**src/rtl/av_cap_pkg.sv**
```systemverilog
package av_cap_pkg;

    parameter int ADDR_W       = 32;
    parameter int MASTER_W     = 4;
    parameter int DATA_W       = 32;
    parameter int DET_DIR_BIT  = 8;
    parameter int DET_ATTR_LSB = 9;
    parameter int DET_HIT_LSB  = 12;

    typedef enum logic {
        DIR_READ  = 1'b0,
        DIR_WRITE = 1'b1
    } xfer_dir_e;

    typedef enum logic [1:0] {
        ATTR_USER_INSN = 2'd0,
        ATTR_USER_DATA = 2'd1,
        ATTR_SUPV_INSN = 2'd2,
        ATTR_SUPV_DATA = 2'd3
    } acc_attr_e;

    typedef enum logic [1:0] {
        HIT_NONE    = 2'd0,
        HIT_ONE     = 2'd1,
        HIT_OVERLAP = 2'd2,
        HIT_RSVD    = 2'd3
    } hit_kind_e;

    typedef struct packed {
        logic [ADDR_W-1:0]   addr;
        logic [MASTER_W-1:0] master;
        xfer_dir_e           dir;
        acc_attr_e           attr;
        hit_kind_e           hit;
    } viol_rec_t;

    function automatic logic [DATA_W-1:0] pack_detail(viol_rec_t r);
        logic [DATA_W-1:0] w;
        w = '0;
        w[MASTER_W-1:0]                  = r.master;
        w[DET_DIR_BIT]                   = r.dir;
        w[DET_ATTR_LSB+1:DET_ATTR_LSB]   = r.attr;
        w[DET_HIT_LSB+1:DET_HIT_LSB]     = r.hit;
        return w;
    endfunction

endpackage

```
**src/rtl/av_cap_slot.sv**
```systemverilog
module av_cap_slot
    import av_cap_pkg::*;
(
    input  logic      clk,
    input  logic      rst,
    input  logic      rpt_valid,
    input  viol_rec_t rpt,
    input  logic      clr,
    output logic      flag_o,
    output viol_rec_t rec_o
);

    logic      flag_q;
    viol_rec_t rec_q;
    logic      load;

    // capture is armed while the flag is low, or re-armed by a clear this cycle
    assign load = rpt_valid && (!flag_q || clr);

    always_ff @(posedge clk) begin
        if (rst) begin
            flag_q <= 1'b0;
            rec_q  <= '0;
        end else if (load) begin
            flag_q <= 1'b1;
            rec_q  <= rpt;
        end else if (clr) begin
            flag_q <= 1'b0;
        end
    end

    assign flag_o = flag_q;
    assign rec_o  = rec_q;

    assert_reset_clear_R1: assert property (@(posedge clk)
        rst |=> (!flag_o && rec_o == '0));

    assert_first_capture_R2: assert property (@(posedge clk) disable iff (rst)
        (rpt_valid && !flag_o) |=> (flag_o && rec_o == $past(rpt)));

    assert_sticky_hold_R3: assert property (@(posedge clk) disable iff (rst)
        (flag_o && !clr) |=> (flag_o && $stable(rec_o)));

    assert_clear_drops_R4: assert property (@(posedge clk) disable iff (rst)
        (clr && !rpt_valid) |=> (!flag_o && $stable(rec_o)));

    assert_report_wins_R5: assert property (@(posedge clk) disable iff (rst)
        (clr && rpt_valid) |=> (flag_o && rec_o == $past(rpt)));

endmodule

```
**src/rtl/av_cap_regs.sv**
```systemverilog
module av_cap_regs
    import av_cap_pkg::*;
#(
    parameter int NUM_PORTS = 5,
    parameter int REG_AW    = 4
) (
    input  logic [REG_AW-1:0]              reg_addr,
    input  logic                           reg_wr_en,
    input  logic [NUM_PORTS-1:0]           reg_wmask,
    input  logic [NUM_PORTS-1:0]           flags,
    input  viol_rec_t [NUM_PORTS-1:0]      recs,
    output logic [NUM_PORTS-1:0]           clr_o,
    output logic [DATA_W-1:0]              reg_rdata
);

    localparam logic [REG_AW-1:0] FLAG_WORD = '0;

    assign clr_o = (reg_wr_en && reg_addr == FLAG_WORD) ? reg_wmask : '0;

    always_comb begin
        reg_rdata = '0;
        if (reg_addr == FLAG_WORD)
            reg_rdata = DATA_W'(flags);
        for (int p = 0; p < NUM_PORTS; p++) begin
            if (reg_addr == REG_AW'(1 + 2*p))
                reg_rdata = DATA_W'(recs[p].addr);
            if (reg_addr == REG_AW'(2 + 2*p))
                reg_rdata = pack_detail(recs[p]);
        end
    end

endmodule

```
**src/rtl/av_err_capture.sv**
```systemverilog
module av_err_capture
    import av_cap_pkg::*;
#(
    parameter int NUM_PORTS = 5,
    parameter int REG_AW    = $clog2(2*NUM_PORTS + 1)
) (
    input  logic                          clk,
    input  logic                          rst,
    input  logic [NUM_PORTS-1:0]          viol_valid,
    input  logic [NUM_PORTS*ADDR_W-1:0]   viol_addr,
    input  logic [NUM_PORTS*MASTER_W-1:0] viol_master,
    input  logic [NUM_PORTS-1:0]          viol_write,
    input  logic [NUM_PORTS*2-1:0]        viol_attr,
    input  logic [NUM_PORTS*2-1:0]        viol_hit,
    input  logic [REG_AW-1:0]             reg_addr,
    input  logic                          reg_wr_en,
    input  logic [NUM_PORTS-1:0]          reg_wmask,
    output logic [DATA_W-1:0]             reg_rdata,
    output logic [NUM_PORTS-1:0]          err_flags
);

    logic [NUM_PORTS-1:0]      clr;
    logic [NUM_PORTS-1:0]      flags;
    viol_rec_t [NUM_PORTS-1:0] recs;

    for (genvar p = 0; p < NUM_PORTS; p++) begin : g_port
        viol_rec_t rpt;
        assign rpt = '{
            addr:   viol_addr[p*ADDR_W +: ADDR_W],
            master: viol_master[p*MASTER_W +: MASTER_W],
            dir:    xfer_dir_e'(viol_write[p]),
            attr:   acc_attr_e'(viol_attr[2*p +: 2]),
            hit:    hit_kind_e'(viol_hit[2*p +: 2])
        };

        av_cap_slot u_slot (
            .clk       (clk),
            .rst       (rst),
            .rpt_valid (viol_valid[p]),
            .rpt       (rpt),
            .clr       (clr[p]),
            .flag_o    (flags[p]),
            .rec_o     (recs[p])
        );
    end

    av_cap_regs #(
        .NUM_PORTS (NUM_PORTS),
        .REG_AW    (REG_AW)
    ) u_regs (
        .reg_addr  (reg_addr),
        .reg_wr_en (reg_wr_en),
        .reg_wmask (reg_wmask),
        .flags     (flags),
        .recs      (recs),
        .clr_o     (clr),
        .reg_rdata (reg_rdata)
    );

    assign err_flags = flags;

    assert_stray_write_R8: assert property (@(posedge clk) disable iff (rst)
        (reg_wr_en && reg_addr != '0 && viol_valid == '0) |=> $stable(err_flags));

    assert_flags_only_rise_on_report_R6: assert property (@(posedge clk) disable iff (rst)
        (viol_valid == '0) |=> ((err_flags & ~$past(err_flags)) == '0));

endmodule

```
**config.mk**
```make
export PLATFORM = sky130hd
export DESIGN_NAME = av_err_capture
export DESIGN_NICKNAME = d
export VERILOG_FILES = /design/src/rtl/av_cap_pkg.sv /design/src/rtl/av_cap_slot.sv /design/src/rtl/av_cap_regs.sv /design/src/rtl/av_err_capture.sv
export SDC_FILE = /design/constraint.sdc
export NUM_CORES = 1
export LEC_CHECK = 0
export BUFFER_PORTS_ARGS = -buffer_cell sky130_fd_sc_hd__buf_2
export CORE_MARGIN = 3
export CORE_UTILIZATION = 55
export DETAILED_ROUTE_END_ITERATION = 16
export PLACE_DENSITY_LB_ADDON = 0.05
export SETUP_SLACK_MARGIN = 0.2
export SLEW_MARGIN = 10
export SYNTH_ARGS = -nofsm -noshare
export SYNTH_HDL_FRONTEND = slang
export SYNTH_HIERARCHICAL = 1
export SYNTH_SLANG_ARGS = --single-unit
export TNS_END_PERCENT = 5
```
**constraint.sdc**
```tcl
create_clock -name clk -period 2.1 [get_ports clk]
set_input_delay 0.42 -clock clk [delete_from_list [all_inputs] [get_ports clk]]
set_output_delay 0.42 -clock clk [all_outputs]
set_load 0.005 [all_outputs]
```
Yosys cells after proc, flatten, opt, wreduce, memory -nomap -nowiden
Cells that the tools add are included.

storage, ports and cells
  bits in registers = 210
  bits in latches = 0
  RAM bits = 0
  bits in read-only memories = 0
  input bits = 222
  output and inout bits = 37
  word-level logic and storage cells = 84
  memories = 0

cells by class
  add/sub/neg operators = 0
  multiply operators = 0
  div/mod/pow operators = 0
  $lt $le $gt $ge = 0
  equality and inequality tests = 10
  shift operators = 0
  multiplexer cells = 22
  bitwise gates (word level) = 0
  reduce and logical (&&, ||, !) cells = 22

operators by type and width
  cell                                                  count
  two-way mux 32 bit                                    10
  equality test 4 x 3 -> 1 bit (second input constant)  4
  equality test 4 bit (second input constant)           3
  two-way mux 1 bit                                     10
  two-way mux 5 bit                                     2
  nonzero test 2 bit                                    5
  equality test 4 x 2 -> 1 bit (second input constant)  2
  logical AND 1 bit                                     6
  logical NOT 1 bit                                     5
  logical OR 1 bit                                      5
  equality test 4 x 1 -> 1 bit (second input constant)  1
  logical NOT 4 bit                                     1

Logic depth before layout (Yosys ltp)
  word-level depth = 12
  depth in mapped cells = 11
  depth with buffers taken out = 7

Modules after synthesis
The synthesis kept the hierarchy.

modules (own cells, without submodules)
  module       times used  cells an instance  area each (sq um)  sequential area each (sq um)
  av_cap_slot  5           183                1,894.3            840.8
  av_cap_regs  1           244                1,740.4            0.0

Worst setup path after synthesis
OpenSTA, ideal clock, no wires.

  path type = input to register
  from = input port reg_addr[0]
  to = register g_port[0].u_slot.rec_q, in the netlist g_port[0].u_slot/rec_o[0]
  arrival time = 1.851 ns
  slack = 0.177 ns
  stages on the path = 11
  path buffers = 4
  cell sequence = buf_4 -> buf_6 -> nor2_1 -> nand2_1 -> nor2_1 -> and2_1 -> inv_1 -> a21boi_2 -> buf_6 -> buf_8 -> mux2i_1

on the way
  word-level cells in the longest chain between the ends = 5

ends and longest elaborated chain
  element               RTL line              text
  from (decl)           av_err_capture.sv:15  input logic [REG_AW-1:0] reg_addr,
  logical NOT 4 bit     av_cap_regs.sv:18     assign clr_o = (reg_wr_en && reg_addr == FLAG_WORD) ? reg_wmask : '0;
  logical AND 1 bit     av_cap_regs.sv:18
  two-way mux 5 bit     av_cap_regs.sv:18
  via clr[0]            av_err_capture.sv:22  logic [NUM_PORTS-1:0] clr;
  logical OR 1 bit      av_cap_slot.sv:18     assign load = rpt_valid && (!flag_q || clr);
  logical AND 1 bit     av_cap_slot.sv:18
  to (signal assigned)  av_cap_slot.sv:26     rec_q <= rpt;
  to (decl)             av_cap_slot.sv:14     viol_rec_t rec_q;

The timed path passes the listed nets, and every way through them passes these cells.
A chain may end at the register's enable or synchronous reset.

Worst setup path after layout
  from = input port reg_addr[0]
  to = output port reg_rdata[11]

on the way
  word-level cells in the longest chain between the ends = 11
  elaborated cells on any way between the ends = 20
  those cells by class = eq/ne (10); mux (10)

ends and longest elaborated chain
  element                       RTL line              text
  equality test 4 x 1 -> 1 bit  av_cap_regs.sv:25     if (reg_addr == REG_AW'(1 + 2*p))
  two-way mux 32 bit            av_cap_regs.sv:25
  two-way mux 32 bit            av_cap_regs.sv:27     if (reg_addr == REG_AW'(2 + 2*p))
  two-way mux 32 bit            av_cap_regs.sv:25
  two-way mux 32 bit            av_cap_regs.sv:27
  two-way mux 32 bit            av_cap_regs.sv:25
  two-way mux 32 bit            av_cap_regs.sv:27
  two-way mux 32 bit            av_cap_regs.sv:25
  two-way mux 32 bit            av_cap_regs.sv:27
  two-way mux 32 bit            av_cap_regs.sv:25
  two-way mux 32 bit *          av_cap_regs.sv:27
  to (decl)                     av_err_capture.sv:18  output logic [DATA_W-1:0] reg_rdata,

Mark *: on every way between the ends. The rest lies on a longest branch, timed or not.

==> metrics.md <==
| Metric | Value |
|---|---|
| Vias | 9,096 |
| Synth Flop Type | dfxtp_1 |
| Worst EP arrival | 1.93 ns |
| Slew Viols, Final | 0 |
| Initial antenna violation count | 6 |
| WS Path Type | in -> out |
| Residual DRC | 0 |
| Setup Skew | 0.01141 ns |
| Pwr dens | 722.4 mW/mm^2 |
| Ports | 259 |
| Worst Hold Launch | viol_valid[3] |
| Hold Path Depth | 3 |
| Clock-pin slew on the worst setup and hold paths | 0.06 ns |
| Chip Height | 148.8 um |
| H-tree levels | 1 |
| Antenna-violating nets left | 0 |
| Vias in the first global route | 8,856 |
| Required time worst endpoint | 1.68 ns |
| VDD IR-drop max | 0.5651 mV |
| Root Buffer | clkbuf_16 |
| Max Root-Sink Buffers | 3 |
| Post-layout nets | 1,663 |
| Final setup margin | -0.2536 ns |
| CP Max Fanout | 6 |
| Port buffer count | 258 |
| Initial Utilization | 0.5686 |
| CTS sink count | 210 |
| Post-layout min period | 2.354 ns |
| Synth warnings | 6 |
| All-layer global routing usage | 0.2723 |
| Synth Area in Adders | 0 |
| Placer Congestion | 0.9250 |
| Syn Inst Count | 1,159 |
| Clock latency on the worst-skew pair | 0.51 ns |
| R2r endpoint | g_port[2].u_slot/rec_o[34] |
| Die area | 0.02213 mm^2 |
| Cell Rows | 51 |
| Cts bufs inserted | 23 |
| Multiplexer share of the synthesized area | 0.2075 |
| Max_cap viols | 0 |
| First-pass GRT wire length | 47,980 um |
| Distinct cells, synth | 54 |
| Setup crit end kind | output pin |
| Final setup vio count | 30 |
| Relative slew margins | 0.5940 |
| Fin util | 0.7133 |
| R2r worst-path depth | 4 |
| Number of flops mapped to enable cells by yosys | 0 |
| RSZ-0062 raised after global routing | true |
| Die Wd | 148.8 um |
| Worst-margin pin slew | 0.6090 ns |
| Hpwl dp | 22,220 um |
| Mapped Nets | 1,381 |
| Synth Area per Inst | 9.674 um^2 |
| Flop2flop setup slack | 0.81 ns |
| Crit start category | input pin |
| CTS tree | yes |
| Fillcell total | 1,543 |
| Hold WC Path Type | in -> reg |
| Simple-Gate Fraction of Synth Area | 0.2676 |
| CTS Hold Buffers Added | 0 |
| Post-synthesis compound-gate area fraction | 0.08225 |
| Hold EP | g_port[3].u_slot/flag_o |
| Hold Fails Final Rpt | 0 |
| Grt total ovfl | 0 |
| Fmax | 424.9 MHz |
| Leakage | 6.109 nW |
| Status | finished, violations left |
| Drt first pass iters | 5 |
| Mapped Area | 0.01121 mm^2 |
| Share of cells above drive strength 1 | 0.2951 |
| Synth Area in XOR/XNOR | 0 |
| Core Box Area | 0.01972 mm^2 |
| First DRT Iteration DRCs | 663 |
| Largest family of logic cells by synthesized area | simple AND/OR/NAND/NOR gates |
| Sequential fraction of the synthesis area | 0.3750 |
| Final period utilization | 1.121 |
| WL/cell | 18.14 um |
| #FFs+latches synth | 210 |
| Design Power | 0.01016 W |
| FF-to-FF Start | g_port[2].u_slot/flag_o |
| Async set-reset flop share out of synthesis | 0 |
| Largest net degree at the start of global routing | 75 |
| Vias per cell | 5.264 |
| Area grow syn2layout | 25.44% |
| Wirelength, routed | 31,340 um |
| Failing checks | setup timing |
[worst max-delay path, cell delays in order]
cell and delay, ns:
buf_8 0.11, buf_6 0.12, nor4bb_4 0.18, buf_6 0.14, a222oi_1 0.57, buf_4 0.23
nand2_2 0.04, buf_2 0.12
[sequential cells by signal, indices dropped and copies added (netlist names)]
signal and flops:
g_port.u_slot/rec_o 205, g_port.u_slot/flag_o 5
[cell families (layout without fill, tap and decap cells)]
group | Yosys count | in the layout
DFF | 210 | 210
and+or+nand+nor | 493 | 493
buffers and inverters | 109 | 407
AOI/OAI and AO/OA | 119 | 119
other | 0 | 6
muxes | 228 | 228
[cells in the final DEF (no fill, tap or decap), types with 3 or more instances in the layout]
| cell type | instances |
|---|---|
| a222oi_1 | 23 |
| o22ai_2 | 3 |
| mux4_2 | 3 |
| buf_12 | 11 |
| a21boi_4 | 5 |
| buf_2 | 253 |
| clkbuf_16 | 23 |
| diode_2 | 6 |
| buf_6 | 7 |
| buf_8 | 3 |
| a31oi_1 | 4 |
| inv_1 | 12 |
| clkinv_2 | 3 |
| nand2_1 | 24 |
| dfxtp_1 | 209 |
| nor2b_1 | 5 |
| a22oi_1 | 27 |
| buf_4 | 77 |
| bufinv_16 | 4 |
| and3b_1 | 3 |
| nor2_2 | 3 |
| o22ai_1 | 8 |
| or2_1 | 3 |
| o21ai_0 | 4 |
| o211ai_1 | 7 |
| and2_1 | 5 |
| clkbuf_8 | 3 |
| a21oi_1 | 17 |
| nor2_1 | 17 |
| mux2i_1 | 219 |
| nand2_2 | 3 |
| nand2b_1 | 414 |
| mux2_2 | 5 |
| clkbuf_1 | 5 |
[power by group]
group / internal (W) / leakage [nW] / switching [W]
Clock: 0.00259 / 0.385 / 0.00165
Combinational: 0.000801 / 4.00 / 0.000709
Sequential: 0.00425 / 1.73 / 0.000163
Total: 0.00764 / 6.11 / 0.00252
[cell usage after synthesis, types with 7 or more instances]
cell,number,area share
nand2b_1,415,0.23
mux2i_1,220,0.20
dfxtp_1,210,0.37
clkbuf_1,40,0.013
a22oi_1,28,0.019
nand2_1,27,0.0090
a222oi_1,23,0.021
buf_2,21,0.0094
buf_8,21,0.028
nor2_1,21,0.0070
a21oi_1,19,0.0085
inv_1,12,0.0040
o22ai_1,11,0.0061
buf_6,9,0.0090
o211ai_1,7,0.0047
[per-stage QoR]
step / worst slack [ns] / area [um^2] / setup TNS [ns] / instances / hold WS, ns
CTS: -0.2230 / 14020 / -3.657 / 1722 / 0.1212
global route: -0.2789 / 14060 / -5.628 / 1728 / 0.1472
detailed placement: -0.4441 / 12950 / -55.26 / 1671 / 0.4585
global placement: -0.4683 / 12950 / -51.41 / 1671 / 0.4559
floorplan: 0.2298 / 11210 / 0 / 1159 / 0.4441
finish: -0.2536 / 14060 / -3.603 / 1728 / 0.1418
[what timing repair did]
action / in CTS / in global routing
endpoints found under the setup margin: 32 / 37
gates resized for setup: 42 / 5
buffers inserted: 7 / 0
gates cloned: 3 / 0
hold endpoints to repair: 0 / 0
pin swaps: 11 / 2
[cell type report]
type	count	area, um^2	area share
Antenna cell	6	15.01	0.001068
Clock buffer	30	621.8	0.04421
Clock inverter	11	168.9	0.01201
Inverter	12	45.04	0.003203
Multi-Input combinational cell	840	6407	0.4556
Sequential cell	210	4208	0.2992
Tap cell	265	331.6	0.02357
Timing Repair Buffer	354	2267	0.1612
[metal layers]
metal | global-route usage | wire, um | part of all wire | vias to the layer above
met2 | 0.4135 | 13840 | 0.44 | 335
met5 | 0 | 0 | 0 | -
met3 | 0.04041 | 2221 | 0.071 | 53
met4 | 0.08604 | 791 | 0.025 | 0
met1 | 0.4010 | 14480 | 0.46 | 4203
li1 | - | - | - | 4505
[worst max-delay path by stage]
stage | from | endpoint | slack [ns] | depth (start not counted)
5_1_grt | reg_addr[0] | reg_rdata[30] | -0.28 | 8
2_1_floorplan | reg_addr[0] | g_port[0].u_slot/rec_o[0] | 0.23 | 11
3_3_place_gp | reg_addr[2] | reg_rdata[11] | -0.47 | 8
3_5_place_dp | reg_addr[2] | reg_rdata[11] | -0.44 | 8
6_report | reg_addr[0] | reg_rdata[11] | -0.25 | 8
4_1_cts | reg_addr[0] | reg_rdata[11] | -0.22 | 8
Note: power is estimated with default switching activity, not from simulation.
